[src/rtl/lnk_pwrup_pkg.sv]
`timescale 1ns/1ps
package lnk_pwrup_pkg;

    typedef enum logic [2:0] {
        ST_POR     = 3'b000,
        ST_FUSE    = 3'b001,
        ST_BUSWAIT = 3'b010,
        ST_NOLINK  = 3'b011,
        ST_PWRUP   = 3'b100,
        ST_READY   = 3'b101,
        ST_TIMEOUT = 3'b110
    } seq_state_e;

    typedef enum logic [1:0] {
        MD_RX    = 2'b00,
        MD_TX    = 2'b01,
        MD_XCVR  = 2'b10,
        MD_RSVD  = 2'b11
    } link_mode_e;

    typedef struct packed {
        seq_state_e state;
        logic       via_bus;
    } seq_regs_t;

endpackage

[src/rtl/lnk_pwrup_mode.sv]
`timescale 1ns/1ps
module lnk_pwrup_mode
    import lnk_pwrup_pkg::*;
(
    input  logic [1:0] mode_i,
    output logic       is_xcvr_o
);
    link_mode_e mode;

    always_comb begin
        mode      = link_mode_e'(mode_i);
        is_xcvr_o = (mode == MD_XCVR);
    end
endmodule

[src/rtl/lnk_pwrup_sync.sv]
`timescale 1ns/1ps
module lnk_pwrup_sync #(
    parameter int N_BITS = 3,
    parameter int STAGES = 2
) (
    input  logic              clk_i,
    input  logic              rst_i,
    input  logic [N_BITS-1:0] async_i,
    output logic              all_set_o
);
    logic [N_BITS-1:0] synced;

    generate
        if (STAGES == 0) begin : g_bypass
            assign synced = async_i;
        end else begin : g_chain
            for (genvar b = 0; b < N_BITS; b++) begin : g_bit
                logic [STAGES-1:0] chain_d, chain_q;
                always_comb begin
                    if (STAGES == 1) chain_d = async_i[b];
                    else             chain_d = {chain_q[STAGES-2:0], async_i[b]};
                    if (rst_i)       chain_d = '0;
                end
                always_ff @(posedge clk_i) chain_q <= chain_d;
                assign synced[b] = chain_q[STAGES-1];
            end
        end
    endgenerate

    assign all_set_o = &synced;
endmodule

[src/rtl/lnk_pwrup_wdog.sv]
`timescale 1ns/1ps
module lnk_pwrup_wdog #(
    parameter int WIDTH = 16
) (
    input  logic             clk_i,
    input  logic             rst_i,
    input  logic             run_i,
    input  logic [WIDTH-1:0] limit_i,
    output logic             expired_o
);
    logic [WIDTH-1:0] cnt_d, cnt_q;

    always_comb begin
        cnt_d = run_i ? cnt_q + 1'b1 : '0;
        if (rst_i) cnt_d = '0;
    end

    always_ff @(posedge clk_i) cnt_q <= cnt_d;

    assign expired_o = run_i && (cnt_q == limit_i);
endmodule

[src/rtl/lnk_pwrup_seq.sv]
`timescale 1ns/1ps
module lnk_pwrup_seq
    import lnk_pwrup_pkg::*;
#(
    parameter int N_RDY       = 3,
    parameter int SYNC_STAGES = 2,
    parameter int WDOG_W      = 16
) (
    input  logic              clk_i,
    input  logic              rst_i,
    input  logic              fused_i,
    input  logic              fuse_done_i,
    input  logic              cfg_sel_i,
    input  logic              cfg_done_i,
    input  logic [1:0]        mode_i,
    input  logic [N_RDY-1:0]  sub_rdy_i,
    input  logic [WDOG_W-1:0] wdog_lim_i,
    output logic              fuse_req_o,
    output logic              twi_en_o,
    output logic              inband_en_o,
    output logic [2:0]        state_o,
    output logic              ready_o,
    output logic              wdog_to_o
);
    seq_regs_t r_d, r_q;
    logic      is_xcvr;
    logic      all_rdy;
    logic      wd_expired;
    logic      in_pwrup;

    lnk_pwrup_mode u_mode (
        .mode_i    (mode_i),
        .is_xcvr_o (is_xcvr)
    );

    lnk_pwrup_sync #(.N_BITS(N_RDY), .STAGES(SYNC_STAGES)) u_sync (
        .clk_i     (clk_i),
        .rst_i     (rst_i),
        .async_i   (sub_rdy_i),
        .all_set_o (all_rdy)
    );

    assign in_pwrup = (r_q.state == ST_PWRUP);

    lnk_pwrup_wdog #(.WIDTH(WDOG_W)) u_wdog (
        .clk_i     (clk_i),
        .rst_i     (rst_i),
        .run_i     (in_pwrup),
        .limit_i   (wdog_lim_i),
        .expired_o (wd_expired)
    );

    always_comb begin
        r_d = r_q;
        unique case (r_q.state)
            ST_POR: begin
                if (fused_i) begin
                    r_d.state   = ST_FUSE;
                    r_d.via_bus = 1'b0;
                end else if (!cfg_sel_i) begin
                    r_d.state   = ST_BUSWAIT;
                    r_d.via_bus = 1'b1;
                end else begin
                    r_d.state   = ST_NOLINK;
                    r_d.via_bus = 1'b0;
                end
            end
            ST_FUSE:    if (fuse_done_i) r_d.state = ST_PWRUP;
            ST_BUSWAIT: if (cfg_done_i)  r_d.state = ST_PWRUP;
            ST_NOLINK:  r_d.state = ST_NOLINK;
            ST_PWRUP: begin
                if (all_rdy)         r_d.state = ST_READY;
                else if (wd_expired) r_d.state = ST_TIMEOUT;
            end
            ST_READY:   r_d.state = ST_READY;
            ST_TIMEOUT: r_d.state = ST_TIMEOUT;
            default:    r_d.state = ST_POR;
        endcase
        if (rst_i) begin
            r_d.state   = ST_POR;
            r_d.via_bus = 1'b0;
        end
    end

    always_ff @(posedge clk_i) r_q <= r_d;

    always_comb begin
        state_o     = r_q.state;
        fuse_req_o  = (r_q.state == ST_FUSE);
        ready_o     = (r_q.state == ST_READY);
        wdog_to_o   = (r_q.state == ST_TIMEOUT);
        twi_en_o    = (r_q.state == ST_READY) ||
                      (r_q.via_bus && ((r_q.state == ST_BUSWAIT) || (r_q.state == ST_PWRUP)));
        inband_en_o = is_xcvr && ((r_q.state == ST_READY) || (r_q.state == ST_NOLINK));
    end
endmodule

[config.mk]
export PLATFORM = sky130hd
export DESIGN_NAME = lnk_pwrup_seq
export DESIGN_NICKNAME = d
export VERILOG_FILES = /design/src/rtl/lnk_pwrup_pkg.sv /design/src/rtl/lnk_pwrup_mode.sv /design/src/rtl/lnk_pwrup_sync.sv /design/src/rtl/lnk_pwrup_wdog.sv /design/src/rtl/lnk_pwrup_seq.sv
export SDC_FILE = /design/constraint.sdc
export NUM_CORES = 1
export LEC_CHECK = 0
export CORE_AREA = 4 4 79 81
export DETAILED_ROUTE_END_ITERATION = 12
export DIE_AREA = 0 0 83 85
export PLACE_DENSITY_LB_ADDON = 0.12
export SYNTH_ARGS = -nofsm -noshare
export SYNTH_HDL_FRONTEND = slang
export SYNTH_SLANG_ARGS = --single-unit
[constraint.sdc]
create_clock -name clk_i -period 1.8 [get_ports clk_i]
set_input_delay 0.18 -clock clk_i [delete_from_list [all_inputs] [get_ports clk_i]]
set_output_delay 0.18 -clock clk_i [all_outputs]
set_load 0.005 [all_outputs]
# ---- Word-level counts from Yosys, hierarchy flattened
# Cells that the tools add are included.
dict set report totals {
  reg_bits 26
  ramBits 0
  word_cells 36
  memories 0
  output_inout_bits 8
  romBits 0
  in_bits 27
  latch_bits 0
}
dict set report classes {
  n_lt_le_gt_ge 0
  mux 7
  eq_ne 11
  bitwise_logic 1
  n_addsub 1
  n_reduce_logical 10
  n_shift 0
  n_div 0
  n_mul 0
}
# op count
set ops {}
lappend ops {{$pmux W3 S7} 1}
lappend ops {{$add A16 B1 Y16 const B} 1}
lappend ops {{$eq A16 B16 Y1} 1}
lappend ops {{$mux W3} 4}
lappend ops {{$eq A3 B3 Y1 const B} 3}
lappend ops {{$eq A3 B2 Y1 const B} 2}
lappend ops {{$reduce_and A3 Y1} 2}
lappend ops {{$mux W4} 1}
lappend ops {{$ne A2 B2 Y1 const B} 2}
lappend ops {{$eq A3 B1 Y1 const B} 1}
lappend ops {{$logic_and A1 B1 Y1} 3}
lappend ops {{$logic_not A3 Y1} 1}
lappend ops {{$logic_or A1 B1 Y1} 3}
lappend ops {{$ne A3 B3 Y1 const B} 1}
lappend ops {{$eq A2 B2 Y1 const B} 1}
lappend ops {{$mux W2} 1}
lappend ops {{$reduce_or A2 Y1} 1}
lappend ops {{$not A1 Y1} 1}

# ---- Depth between registers and ports, before layout
dict set report depth {
  depth_word 5
  ltp_mapped 6
  depth_no_buf 4
}

# ---- Modules after synthesis
# A second synthesis with hierarchy kept.
dict set report hier_totals {
  hier_cells 154
  area_unflattened_um2 1373.8
}
# module seq_area_each_um2 n_inst area_each_um2 cells_per_inst
set modules_own_cells {}
lappend modules_own_cells {lnk_pwrup_wdog 320.3 1 889.6 98}
lappend modules_own_cells {lnk_pwrup_seq 80.1 1 306.5 42}
lappend modules_own_cells {lnk_pwrup_sync 120.1 1 163.9 13}
lappend modules_own_cells {lnk_pwrup_mode 0.0 1 13.8 1}

# ---- Worst setup path before layout
# No wires, ideal clock.
dict set report synth_path {
  path_type {reg2reg}
  start {register u_wdog.cnt_q[2]}
  end {register u_wdog.cnt_q[15]}
  setup_ps 70
  arrival_time_ps 1463
  path_slack_ps 267
  n_path_buf 0
  t_required_ps 1730
  path_stages_with_launch 5
  period_less_slack_ps 1533
  path_cell_list {dfxtp_1 > nand3_2 > or3_4 > or4_1 > a21oi_1}
}
dict set report synth_between {
  elab_chain_len 1
}
# element line
set synth_lines {}
lappend synth_lines {{from (decl)} lnk_pwrup_wdog.sv:11} ;# logic [WIDTH-1:0] cnt_d, cnt_q;
lappend synth_lines {{from (signal assigned)} lnk_pwrup_wdog.sv:18} ;# always_ff @(posedge clk_i) cnt_q <= cnt_d;
lappend synth_lines {{$add A16 B1 Y16} lnk_pwrup_wdog.sv:14} ;# cnt_d = run_i ? cnt_q + 1'b1 : '0;
# No other way between the ends.
# A chain may end at the register's enable or synchronous reset.

# ---- Worst setup path in the final report
dict set report layout_path {
  start {register r_q, in the netlist state_o[1]}
  end {output fuse_req_o}
}
dict set report layout_between {
  elab_chain_len 1
}
# element line
set layout_lines {}
lappend layout_lines {{from (decl)} lnk_pwrup_seq.sv:25} ;# seq_regs_t r_d, r_q;
lappend layout_lines {{from (signal assigned)} lnk_pwrup_seq.sv:85} ;# always_ff @(posedge clk_i) r_q <= r_d;
lappend layout_lines {{$eq A3 B1 Y1} lnk_pwrup_seq.sv:89} ;# fuse_req_o = (r_q.state == ST_FUSE);
lappend layout_lines {{to (decl)} lnk_pwrup_seq.sv:18} ;# output logic fuse_req_o,
# No other way between the ends.

==> run_results.csv <==
group,metric,value,unit
pwr,power.density,884,nW/um2
yosys,syn-num-nets,186,
yosys,synth_top_family_by_area,"simple AND/OR/NAND/NOR gates",
place,numPortBuffers,34,
worst_setup_path,crit_buf_inv,2,
clocking,clk-insertion-delay-late,0.27,ns
place,dp_cells,260,
sta,slew_headroom,75.6,%
grt,grt_overflow,0,
pwr,p_total,0.00162,W
finish,final_common_cell,"clkdlybuf4s50_1",
grt,antenna_found_initial,0,
yosys,netlist_area,1340,um2
pwr,p_leak,0.698,nW
finish,final_net_count,221,
grt,grtUsageTotal,9.28,%
finish,fillCellCount,598,
finish,diodes,0,
yosys,ys_types,37,
yosys,synth_mux_area_share,0.746,%
clocking,cts_tree,"done",
yosys,ys_seq_area_share,38.8,%
route,drt_iter0_drc,33,
floorplan,die_area,7060,um2
place,post-dp-hpwl,2.51,mm
worst_setup_path,endpoint_kind,"primary output",
yosys,ys_async_sr_fraction,0,%
clocking,clk_pin_slew,0.09,ns
floorplan,rows,27,
worst_setup_path,crit_arrival,1.53,ns
route,antenna_left,0,
yosys,synth_fa_ha_area_share,0.933,%
route,vias,1194,
place,gp_congestion,0.737,
floorplan,io_pins,35,
finish,mostFrequentLayoutCells,"clkdlybuf4s50_1 (32), dfxtp_1 (23), xor2_1 (19)",
sta,tightestPinTransition,0.357,ns
yosys,synthXorXnorAreaFrac,15.7,%
route,avgRoutedWirePerCell,12.0,um
run_status,outcome,"completed",
floorplan,dieHeight,85,um
grt,grt_pass1_vias,1171,
yosys,postSynthCellCount,158,
sta,slew_viol_final,0,
finish,syn2layout_area_growth,36.9,%
floorplan,start_util,24.5,%
yosys,syn_area_per_cell,8.49,um2
clocking,cts_setup_buffers,0,
grt,grt_max_degree,17,
floorplan,core,5470,um2
clocking,numCtsBuffers,3,
yosys,synth-compound-area-share,12.2,%
floorplan,dieWidth,83,um
worst_setup_path,path_cells,"buf_4 > nor3b_2 > clkdlybuf4s50_1",
route,drc_errors,0,
place,placed_area,1760,um2
sta,fin_tns_setup,0,ns
clocking,clk_path_buf_depth,2,
route,dr.pass1.iters,4,
yosys,synth_edf_count,0,
worst_setup_path,crit_slowest_cell,"clkdlybuf4s50_1",
yosys,synthSimpleGateAreaFrac,27.1,%
worst_setup_path,slowest_delay,0.53,ns
yosys,synthFlopType,"dfxtp_1",
sta,finalClockSkew,0.00673,ns
sta,setup_viol,0,
worst_setup_path,start_kind,"flop",
finish,drive_gt1_share,9.90,%
finish,design_area,1840,um2
worst_setup_path,crit_fanout,8,
run,max_cap_violations,0,
clocking,holdBufCountCts,0,
worst_hold_path,hold_path.class,"flop to flop",
grt,grt_pass1_wl,5.39,mm
pwr,ir_worst_vdd,0.000351,V
sta,rsz0062_at_grt,"yes",
worst_setup_path,cp.required,1.62,ns
worst_setup_path,crit_type,"flop to primary output",
finish,fin_cells,264,
clocking,cts_sinks,26,
yosys,ys_seq_elements,26,
clocking,cts_root_buffer,"clkbuf_8",
route,wl,3.17,mm
sta,post-route-period-util,94.7,%
yosys,synth.yosys.warnings,0,
route,viasPerCell,4.52,
clocking,htreeDepth,1,
sta,final_hold_viol_count,0,
worst_setup_path,cp_top_family,"buffers and inverters",
sta,max_freq,586,MHz
sta,period_needed,1.71,ns
==> synthesized netlist by cell type, types with 3 or more instances <==
master    count  area share, %
inv_1         4            1.1
dfxtp_1      26             39
xnor2_1       5            3.3
nor2b_1       9            4.2
nor2_1       16            4.5
nand2_1       6            1.7
nor3_1        4            1.5
a21o_1        3            1.7
or3_1         6            2.8
buf_4         3            1.7
a21oi_1      11            4.1
nor4_1        6            2.8
xor2_1       19             12
nand3_1       5            1.9
clkbuf_1      4            1.1
o21ai_0       7            2.6
nand4_1       4            1.9
==> flip-flops by register name, indices dropped and copies added (netlist names) <==
| name | count |
|---|---|
| r_q | 1 |
| state_o | 3 |
| u_sync.g_chain.g_bit.chain_q | 6 |
| u_wdog.cnt_q | 16 |
==> final timing paths <==
check / start / slack (ns) / end / depth (start not counted)
worst max-delay path: state_o[1]$_SDFFE_PP0P_ / 0.09 / fuse_req_o / 3
worst min register to register: u_sync.g_chain.g_bit[2].chain_q[0]$_SDFF_PP0_ / 0.45 / u_sync.g_chain.g_bit[2].chain_q[1]$_SDFF_PP0_ / 1
worst min-delay path: u_sync.g_chain.g_bit[2].chain_q[0]$_SDFF_PP0_ / 0.45 / u_sync.g_chain.g_bit[2].chain_q[1]$_SDFF_PP0_ / 1
worst max register to register: u_wdog.cnt_q[2]$_SDFF_PP0_ / 0.12 / u_wdog.cnt_q[15]$_SDFF_PP0_ / 4
==> metrics by stage <==
| step | setup slack, ns | util [%] | hold WS (ns) |
|---|---|---|---|
| 5_1_grt | 0.000399 | 33.6 | 0.452 |
| 4_1_cts | 0.0122 | 33.4 | 0.452 |
| 6_report | 0.0947 | 33.6 | 0.445 |
| 3_3_place_gp | 0.0445 | 32.2 | 0.427 |
| 2_1_floorplan | 0.267 | - | 0.308 |
| 3_5_place_dp | 0.00819 | 32.2 | 0.429 |
==> logic make-up (layout without fill, tap and decap cells) <==
kind of cell               count (synthesis)  after routing
AOI/OAI and AO/OA                         27             27
xor gates and xnor gates                  24             24
adders and majority gates                  1              1
buffers and inverters                     13             47
DFF                                       26             26
muxes                                      1              1
and+or+nand+nor                           66             66
==> worst reg2reg max path, cell delays in order (launching register included) <==
cell and delay, ns:
dfxtp_1 0.47, nand3_2 0.15, or3_4 0.45, or4_1 0.40, a21oi_1 0.14
==> final cells by class <==
class	instances	area (um2)	area share [%]
well taps	72	90.1	4.90
flip-flops and latches	26	527	28.7
repair buffers	39	383	20.8
multi-input cells	119	767	41.8
inverters	4	15.0	0.817
clock buffers	4	55.1	3.00
==> power by group <==
group          internal [W]  leakage (nW)  total, W  switching [W]
Clock              0.000195        0.0288  0.000378       0.000183
Sequential         0.000631         0.213  0.000710      0.0000790
Combinational      0.000321         0.457  0.000536       0.000215
Total               0.00115         0.698   0.00162       0.000477
==> metal layers <==
metal | track usage, % | wire length (um) | vias up
li1 | - | - | 615
met1 | 12.0 | 1500 | 561
met2 | 15.0 | 1530 | 16
met3 | 2.14 | 118 | 2
met4 | 3.57 | 25 | 0
met5 | 0 | 0 | -
==> timing repair <==
item	CTS	global route
setup endpoints to repair	2	2
resized for setup	4	4
endpoints found under the hold margin	0	0
pin swaps	0	1
No activity file was read; power rests on OpenSTA's default activity.
